**config.mk**
```make
export PLATFORM = sky130hd
export DESIGN_NAME = card_fifo_thresh
export DESIGN_NICKNAME = d
export VERILOG_FILES = /design/src/rtl/cfq_pkg.sv /design/src/rtl/cfq_store.sv /design/src/rtl/cfq_regs.sv /design/src/rtl/cfq_thresh.sv /design/src/rtl/card_fifo_thresh.sv
export SDC_FILE = /design/constraint.sdc
export NUM_CORES = 1
export LEC_CHECK = 0
export BUFFER_PORTS_ARGS = -buffer_cell sky130_fd_sc_hd__buf_2
export CAP_MARGIN = 20
export CORE_MARGIN = 1.5
export CORE_UTILIZATION = 35
export DETAILED_ROUTE_END_ITERATION = 12
export SKIP_CTS_REPAIR_TIMING = 1
export SLEW_MARGIN = 20
export SYNTH_ARGS = -nofsm -noshare
export SYNTH_HDL_FRONTEND = slang
export SYNTH_HIERARCHICAL = 1
export SYNTH_SLANG_ARGS = --single-unit
```
**constraint.sdc**
```tcl
create_clock -name clk_i -period 6.75 [get_ports clk_i]
set_clock_uncertainty 0.05 [all_clocks]
set_input_delay 0.675 -clock clk_i [delete_from_list [all_inputs] [get_ports clk_i]]
set_output_delay 0.675 -clock clk_i [all_outputs]
set_load 0.01 [all_outputs]
```
**src/rtl/cfq_pkg.sv**
```systemverilog
package cfq_pkg;
  localparam int unsigned LVL_W  = 5;
  localparam int unsigned REG_W  = 16;
  localparam int unsigned AE_BIT = 10;
  localparam int unsigned AF_BIT = 11;

  typedef enum logic [1:0] {
    ADR_DATA  = 2'd0,
    ADR_BUF   = 2'd1,
    ADR_STAT  = 2'd2,
    ADR_IMASK = 2'd3
  } reg_adr_e;

  typedef struct packed {
    logic             rx_dma_en;
    logic [LVL_W-1:0] full_lvl;
    logic             tx_dma_en;
    logic [LVL_W-1:0] empty_lvl;
  } buf_cfg_t;

  localparam buf_cfg_t CFG_RST = '{rx_dma_en: 1'b0, full_lvl: '1,
                                   tx_dma_en: 1'b0, empty_lvl: '0};

  function automatic logic [REG_W-1:0] cfg_pack(buf_cfg_t c);
    logic [REG_W-1:0] v;
    v = '0;
    v[15]   = c.rx_dma_en;
    v[12:8] = c.full_lvl;
    v[7]    = c.tx_dma_en;
    v[4:0]  = c.empty_lvl;
    return v;
  endfunction

  function automatic buf_cfg_t cfg_unpack(logic [REG_W-1:0] v);
    buf_cfg_t c;
    c.rx_dma_en = v[15];
    c.full_lvl  = v[12:8];
    c.tx_dma_en = v[7];
    c.empty_lvl = v[4:0];
    return c;
  endfunction
endpackage

```
**src/rtl/cfq_store.sv**
```systemverilog
module cfq_store #(
  parameter int unsigned DW    = 16,
  parameter int unsigned DEPTH = 32,
  localparam int unsigned IDX_W = $clog2(DEPTH),
  localparam int unsigned CNT_W = IDX_W + 1
) (
  input  logic             clk_i,
  input  logic             rst_ni,
  input  logic             push_i,
  input  logic [DW-1:0]    wdata_i,
  input  logic             pop_i,
  output logic [DW-1:0]    head_o,
  output logic [CNT_W-1:0] fill_o,
  output logic [CNT_W-1:0] fill_n_o
);
  localparam logic [CNT_W-1:0] FULL_CNT = CNT_W'(DEPTH);

  logic [DW-1:0]    mem_q [DEPTH];
  logic [IDX_W-1:0] wr_idx_q, rd_idx_q;
  logic [CNT_W-1:0] fill_q;
  logic             push_ok, pop_ok;

  assign push_ok = push_i && (fill_q != FULL_CNT);
  assign pop_ok  = pop_i && (fill_q != '0);

  always_comb begin
    fill_n_o = fill_q;
    if (push_ok && !pop_ok) fill_n_o = fill_q + 1'b1;
    if (pop_ok && !push_ok) fill_n_o = fill_q - 1'b1;
  end

  always_ff @(posedge clk_i or negedge rst_ni) begin
    if (!rst_ni) begin
      wr_idx_q <= '0;
      rd_idx_q <= '0;
      fill_q   <= '0;
    end else begin
      fill_q <= fill_n_o;
      if (push_ok) wr_idx_q <= wr_idx_q + 1'b1;  // wraps modulo DEPTH
      if (pop_ok)  rd_idx_q <= rd_idx_q + 1'b1;
    end
  end

  always_ff @(posedge clk_i) begin
    if (push_ok) mem_q[wr_idx_q] <= wdata_i;
  end

  assign head_o = mem_q[rd_idx_q];
  assign fill_o = fill_q;

  assert_no_overflow_R3: assert property (@(posedge clk_i) disable iff (!rst_ni)
    fill_q <= FULL_CNT);

  assert_full_drop_R3: assert property (@(posedge clk_i) disable iff (!rst_ni)
    (push_i && !pop_i && fill_q == FULL_CNT) |=> (fill_q == FULL_CNT && $stable(wr_idx_q)));

  assert_empty_hold_R8: assert property (@(posedge clk_i) disable iff (!rst_ni)
    (pop_i && fill_q == '0) |=> $stable(rd_idx_q));
endmodule

```
**src/rtl/cfq_regs.sv**
```systemverilog
module cfq_regs
  import cfq_pkg::*;
#(
  parameter int unsigned DW = 16
) (
  input  logic          clk_i,
  input  logic          rst_ni,
  input  logic          wr_i,
  input  logic          rd_i,
  input  logic [1:0]    adr_i,
  input  logic [DW-1:0] wdata_i,
  input  logic [DW-1:0] head_i,
  input  logic [DW-1:0] stat_i,
  output buf_cfg_t      cfg_o,
  output buf_cfg_t      cfg_n_o,
  output logic [DW-1:0] mask_o,
  output logic          data_wr_o,
  output logic          data_rd_o,
  output logic [DW-1:0] rdata_o
);
  reg_adr_e  adr;
  buf_cfg_t  cfg_q;
  logic [DW-1:0] mask_q;

  assign adr       = reg_adr_e'(adr_i);
  assign data_wr_o = wr_i && (adr == ADR_DATA);
  assign data_rd_o = rd_i && (adr == ADR_DATA);

  always_comb begin
    cfg_n_o = cfg_q;
    if (wr_i && adr == ADR_BUF) cfg_n_o = cfg_unpack(REG_W'(wdata_i));
  end

  always_ff @(posedge clk_i or negedge rst_ni) begin
    if (!rst_ni) begin
      cfg_q  <= CFG_RST;
      mask_q <= '0;
    end else begin
      cfg_q <= cfg_n_o;
      if (wr_i && adr == ADR_IMASK) mask_q <= wdata_i;
    end
  end

  always_comb begin
    unique case (adr)
      ADR_DATA:  rdata_o = head_i;
      ADR_BUF:   rdata_o = DW'(cfg_pack(cfg_q));
      ADR_STAT:  rdata_o = stat_i;
      ADR_IMASK: rdata_o = mask_q;
      default:   rdata_o = '0;
    endcase
  end

  assign cfg_o  = cfg_q;
  assign mask_o = mask_q;
endmodule

```
**src/rtl/cfq_thresh.sv**
```systemverilog
module cfq_thresh
  import cfq_pkg::*;
#(
  parameter int unsigned CNT_W = LVL_W + 1
) (
  input  logic             clk_i,
  input  logic             rst_ni,
  input  logic [CNT_W-1:0] fill_n_i,
  input  buf_cfg_t         cfg_n_i,
  input  logic             xfer_i,
  input  logic             dir_rd_i,
  output logic             rx_dreq_o,
  output logic             tx_dreq_o,
  output logic             af_o,
  output logic             ae_o
);
  logic rx_n, tx_n, af_n, ae_n;
  logic over_hi, under_lo;

  // levels zero-extended to the count width
  assign over_hi  = fill_n_i > CNT_W'(cfg_n_i.full_lvl);
  assign under_lo = fill_n_i < CNT_W'(cfg_n_i.empty_lvl);

  always_comb begin
    rx_n = 1'b0;
    tx_n = 1'b0;
    af_n = 1'b0;
    ae_n = 1'b0;
    if (xfer_i || fill_n_i != '0) begin
      if (dir_rd_i && over_hi) begin
        if (cfg_n_i.rx_dma_en) rx_n = 1'b1;
        else                   af_n = 1'b1;
      end
      if (!dir_rd_i && under_lo) begin
        if (cfg_n_i.tx_dma_en) tx_n = 1'b1;
        else                   ae_n = 1'b1;
      end
    end
  end

  always_ff @(posedge clk_i or negedge rst_ni) begin
    if (!rst_ni) begin
      rx_dreq_o <= 1'b0;
      tx_dreq_o <= 1'b0;
      af_o      <= 1'b0;
      ae_o      <= 1'b0;
    end else begin
      rx_dreq_o <= rx_n;
      tx_dreq_o <= tx_n;
      af_o      <= af_n;
      ae_o      <= ae_n;
    end
  end
endmodule

```
**src/rtl/card_fifo_thresh.sv**
```systemverilog
module card_fifo_thresh
  import cfq_pkg::*;
#(
  parameter int unsigned DW    = 16,
  parameter int unsigned DEPTH = 32,
  localparam int unsigned CNT_W = $clog2(DEPTH) + 1
) (
  input  logic             clk_i,
  input  logic             rst_ni,
  input  logic             reg_wr_i,
  input  logic             reg_rd_i,
  input  logic [1:0]       reg_adr_i,
  input  logic [DW-1:0]    reg_wdata_i,
  output logic [DW-1:0]    reg_rdata_o,
  input  logic             core_push_i,
  input  logic [DW-1:0]    core_wdata_i,
  input  logic             core_pop_i,
  output logic [DW-1:0]    core_rdata_o,
  input  logic             xfer_i,
  input  logic             dir_rd_i,
  output logic [CNT_W-1:0] fill_o,
  output logic             rx_dreq_o,
  output logic             tx_dreq_o,
  output logic             af_flag_o,
  output logic             ae_flag_o,
  output logic             irq_o,
  output logic             underrun_o
);
  logic [DW-1:0]    head, stat_word, mask, push_data;
  logic [CNT_W-1:0] fill, fill_n;
  logic             data_wr, data_rd, push, pop, underrun_q;
  buf_cfg_t         cfg, cfg_n;

  cfq_regs #(.DW(DW)) u_regs (
    .clk_i, .rst_ni,
    .wr_i(reg_wr_i), .rd_i(reg_rd_i), .adr_i(reg_adr_i), .wdata_i(reg_wdata_i),
    .head_i(head), .stat_i(stat_word),
    .cfg_o(cfg), .cfg_n_o(cfg_n), .mask_o(mask),
    .data_wr_o(data_wr), .data_rd_o(data_rd), .rdata_o(reg_rdata_o)
  );

  // producer and consumer follow the transfer direction
  assign push      = dir_rd_i ? core_push_i  : data_wr;
  assign push_data = dir_rd_i ? core_wdata_i : reg_wdata_i;
  assign pop       = dir_rd_i ? data_rd      : core_pop_i;

  cfq_store #(.DW(DW), .DEPTH(DEPTH)) u_store (
    .clk_i, .rst_ni,
    .push_i(push), .wdata_i(push_data), .pop_i(pop),
    .head_o(head), .fill_o(fill), .fill_n_o(fill_n)
  );

  cfq_thresh #(.CNT_W(CNT_W)) u_thresh (
    .clk_i, .rst_ni,
    .fill_n_i(fill_n), .cfg_n_i(cfg_n), .xfer_i, .dir_rd_i,
    .rx_dreq_o, .tx_dreq_o, .af_o(af_flag_o), .ae_o(ae_flag_o)
  );

  always_ff @(posedge clk_i or negedge rst_ni) begin
    if (!rst_ni)                      underrun_q <= 1'b0;
    else if (data_rd && fill == '0)   underrun_q <= 1'b1;
  end

  always_comb begin
    stat_word         = '0;
    stat_word[AF_BIT] = af_flag_o;
    stat_word[AE_BIT] = ae_flag_o;
  end

  assign irq_o        = |(stat_word & mask);
  assign core_rdata_o = head;
  assign fill_o       = fill;
  assign underrun_o   = underrun_q;

  assert_rx_level_R4: assert property (@(posedge clk_i) disable iff (!rst_ni)
    rx_dreq_o |-> (fill > CNT_W'(cfg.full_lvl) && cfg.rx_dma_en && !af_flag_o));

  assert_tx_level_R5: assert property (@(posedge clk_i) disable iff (!rst_ni)
    tx_dreq_o |-> (fill < CNT_W'(cfg.empty_lvl) && cfg.tx_dma_en && !ae_flag_o));

  assert_idle_clear_R6: assert property (@(posedge clk_i) disable iff (!rst_ni)
    (!$past(xfer_i) && fill == '0) |-> !(af_flag_o || ae_flag_o || rx_dreq_o || tx_dreq_o));

  assert_underrun_sticky_R8: assert property (@(posedge clk_i) disable iff (!rst_ni)
    underrun_q |=> underrun_q);
endmodule

```
==> tab_implementation.tex <==
\begin{tabular}{lr}
\hline
Metric & Value \\
\hline
\multicolumn{2}{l}{\textbf{Outcome}} \\
\quad Result of the run & finished clean \\
\multicolumn{2}{l}{\textbf{STA}} \\
\quad Final-layout setup total negative slack & 0 ns \\
\quad Fin. max-slew vios & 0 \\
\quad Highest clock frequency the design can meet & 0.199 GHz \\
\quad Worst-Margin Slew & 0.960 ns \\
\quad Setup repair after global routing missed its margin & false \\
\quad Crit share post-route & 0.743 \\
\quad Worst-case headroom to the max-slew limit & 0.357 \\
\quad Post-layout minimum cycle time & 5.02 ns \\
\quad Number of hold-slack violations in the final timing report & 0 \\
\quad Setup-violating endpoint count in the final report & 0 \\
\multicolumn{2}{l}{\textbf{Routing}} \\
\quad Total wirelength of the detailed-routed design & 55,600 um \\
\quad 1st-pass router iterations & 5 \\
\quad Total via count after detailed routing & 11,700 \\
\quad Remaining antenna violation count & 0 \\
\quad WL per Instance & 25.3 um \\
\quad Remaining design rule violation count & 0 \\
\quad First-iteration detailed-routing DRC count & 1,101 \\
\quad Vias/cell & 5.33 \\
\multicolumn{2}{l}{\textbf{CTS}} \\
\quad Clock network latency to the later pin of the worst-skew pair & 0.61 ns \\
\quad Maximum count of clock buffers along a single path & 3 \\
\quad Clk sinks & 561 \\
\quad Clock tree from TritonCTS & built \\
\quad Worst-path clk slew & 0.06 ns \\
\quad CTS Buf Count & 56 \\
\quad CTS H-tree depth & 2 \\
\quad Clock root buffer & clkbuf\_16 \\
\multicolumn{2}{l}{\textbf{Global routing}} \\
\quad Vias in the first global route & 11,800 \\
\quad Remaining Overflow, GRT & 0 \\
\quad Maximum number of pins on one net before global-route repair & 75 \\
\quad Global-route wire length before repair & 81,300 um \\
\quad Global routing met3 resource utilization & 0.0292 \\
\quad Global router's overall resource usage & 0.166 \\
\quad GRT busiest layer & met2 \\
\quad Met1 routing resource usage after global routing & 0.237 \\
\quad Number of antenna violations at the first check in global routing & 2 \\
\quad Grt met2 use & 0.263 \\
\multicolumn{2}{l}{\textbf{Synthesis}} \\
\quad Mapped Cells & 1,156 \\
\quad Netlist area before placement & 22,900 sq um \\
\quad Average cell area after synthesis & 19.8 sq um \\
\quad Number of enable-type register cells in the synthesized netlist & 512 \\
\quad Sequential-to-total area share from yosys stat & 0.726 \\
\quad Count of state elements after synthesis & 561 \\
\quad Async S/R FF share, synth & 0.0873 \\
\quad Distinct cells, synth & 64 \\
\quad Number of warning messages in the yosys log & 6 \\
\quad Top flip-flop cell by instance count after synthesis & edfxtp\_1 \\
\multicolumn{2}{l}{\textbf{Placed design}} \\
\quad Hpwl dp & 33,900 um \\
\quad Placer congestion estimate & 0.863 \\
\quad Total of buffers placed on input and output ports & 85 \\
\quad Number of placed cells counting well taps & 2,087 \\
\multicolumn{2}{l}{\textbf{Layout}} \\
\quad Filler instances & 5,743 \\
\quad Share of cells above drive strength 1 & 0.303 \\
\quad Fraction of the core area covered by cells at the end of the flow & 0.406 \\
\quad Count of nets after finishing & 1,349 \\
\quad Area of the multi-input gates & 5910 sq um \\
\quad Final non-filler cell total & 2,194 \\
\quad Area Overhead vs Synth & 14.4\% \\
\quad Area used by sequential logic in the layout & 16,600 sq um \\
\multicolumn{2}{l}{\textbf{Floorplan}} \\
\quad Die area & 66,900 sq um \\
\quad Width of the chip & 259 um \\
\quad Standard-cell rows & 93 \\
\quad Io pins & 86 \\
\quad Std-Cell Core Area & 64,600 sq um \\
\quad Effective utilization at floorplan & 0.354 \\
\quad Height of the chip & 259 um \\
\multicolumn{2}{l}{\textbf{Power and ir drop}} \\
\quad Power Total & 10,500 uW \\
\quad Power density over cell area & 401 nW/um\^{}2 \\
\quad Worst voltage drop across the vdd grid & 0.000240 V \\
\quad Leakage dissipation & 0.00886 uW \\
\multicolumn{2}{l}{\textbf{Setup path}} \\
\quad Worst Setup Start Kind & flip-flop \\
\quad Crit path required time & 6.02 ns \\
\quad Maximum fanout count along the critical path & 74 \\
\quad Arrival @ worst endpoint & 4.29 ns \\
\quad Setup Crit Path Kind & reg2out \\
\quad Crit path capture type & output port \\
\multicolumn{2}{l}{\textbf{Job}} \\
\quad Max-cap violation count & 0 \\
\multicolumn{2}{l}{\textbf{Hold path}} \\
\quad Hold Path Class & in2async \\
\hline
\end{tabular}
[metal layers]
layer | wire [um] | up-vias
li1 | - | 5014
met1 | 24300 | 6287
met2 | 26900 | 319
met3 | 3230 | 64
met4 | 1150 | 0
met5 | 0 | -
[final cells by class]
type,count,share of cell area
multi-input combinational,527,0.226
inverter,13,0.00186
clock buffer,73,0.0568
antenna,3,0.000287
sequential,561,0.634
tap,855,0.0408
timing repair buffer,131,0.0299
clock inverter,31,0.0104
[cell usage after synthesis (4+ instances only)]
library cell | n | share of area
nand2_1 | 11 | 0.0018
nand4_1 | 5 | 0.0014
xnor2_1 | 11 | 0.0042
mux2i_1 | 82 | 0.036
nand3b_1 | 5 | 0.0016
a211oi_1 | 16 | 0.0052
dfrtp_1 | 44 | 0.048
mux4_2 | 101 | 0.099
buf_1 | 6 | 0.00098
or2_2 | 16 | 0.0044
edfxtp_1 | 512 | 0.67
o22ai_1 | 17 | 0.0046
and2_1 | 4 | 0.0011
mux2_4 | 23 | 0.015
a22o_1 | 5 | 0.0019
buf_6 | 7 | 0.0034
nor2_1 | 43 | 0.0071
dfstp_2 | 5 | 0.0057
mux4_1 | 6 | 0.0069
mux2_2 | 29 | 0.014
a22oi_1 | 30 | 0.0098
o221ai_1 | 16 | 0.0061
ha_1 | 17 | 0.0093
clkbuf_1 | 24 | 0.0039
a21oi_1 | 19 | 0.0042
buf_2 | 26 | 0.0057
inv_1 | 13 | 0.0021
nand3_1 | 7 | 0.0015
nor3_1 | 4 | 0.00087
[cell families (layout without fill, tap and decap cells)]
| logic type | after synthesis | after routing | share of synthesized area |
|---|---|---|---|
| other | 1 | 17 | 0.000164 |
| muxes | 242 | 242 | 0.172 |
| xor gates and xnor gates | 13 | 13 | 0.00497 |
| adders and majority gates | 17 | 17 | 0.00929 |
| and+or+nand+nor | 121 | 121 | 0.0300 |
| buffers and inverters | 81 | 248 | 0.0189 |
| AOI/OAI and AO/OA | 120 | 120 | 0.0392 |
| DFF | 561 | 561 | 0.726 |
[through the flow]
step	cell area [sq um]	setup slack, ns	hold slack, ns
6_report	26200	1.73	0.140
5_1_grt	26200	1.56	0.195
4_1_cts	26200	1.64	0.155
3_5_place_dp	24400	2.35	0.424
3_3_place_gp	24400	2.31	0.405
2_1_floorplan	22900	3.22	0.329
[power by group]
part | switching (uW) | total [uW] | internal [uW]
clock | 1300 | 3010 | 1710
combinational | 1830 | 3170 | 1340
sequential | 282 | 4320 | 4040
total | 3410 | 10500 | 7080
[flip-flops by register name, summed over array words and instances, names as in the netlist]
register	flops
u_store/fill_o	6
u_thresh/af_o	1
u_thresh/rx_dreq_o	1
u_thresh/ae_o	1
u_store/rd_idx_q	5
u_store/mem_q	512
u_regs/cfg_o	12
underrun_o	1
u_regs/mask_o	16
u_thresh/tx_dreq_o	1
u_store/wr_idx_q	5
[worst max-delay path, stage by stage (launching register included)]
cell,delay [ns]
dfrtp_4,0.97
buf_12,0.50
mux4_2,0.61
a211oi_1,0.55
a22oi_1,0.21
mux4_1,0.55
buf_2,0.16
[path summary, 6_finish.rpt]
path                                                         to                            start  depth (start not counted)  slack [ns]
worst max-delay path                             reg_rdata_o[8]  u_store/rd_idx_q[0]$_DFFE_PN0P_                          6        1.73
worst min-delay path               u_regs/mask_o[6]$_DFFE_PN0P_                           rst_ni                          2        0.14
worst max register to register     u_thresh/tx_dreq_o$_DFF_PN0_      u_store/fill_o[1]$_DFF_PN0_                         10        3.12
worst min register to register           underrun_o$_DFFE_PN0P_           underrun_o$_DFFE_PN0P_                          1        0.44
max in group asynchronous       u_store/rd_idx_q[1]$_DFFE_PN0P_                           rst_ni                          2        5.92
min in group clk_i                u_regs/mask_o[13]$_DFFE_PN0P_                  reg_wdata_i[13]                          2        0.27
[cells in the final DEF (no fill, tap or decap), drive strengths merged, types with 4 or more instances in the layout]
cell type	n
mux2	53
mux2i	82
nand4	5
buf	131
xnor2	11
clkbuf	73
conb	14
edfxtp	512
a211oi	16
a22oi	30
o221ai	16
dfstp	5
a21oi	19
nand3b	6
and2	4
inv	15
mux4	107
o22ai	17
bufinv	4
or2	16
nand3	9
ha	17
clkinv	22
nor2	43
a22o	5
dfrtp	44
nand2	11
nor3	5
No activity file was read; power rests on OpenSTA's default activity.
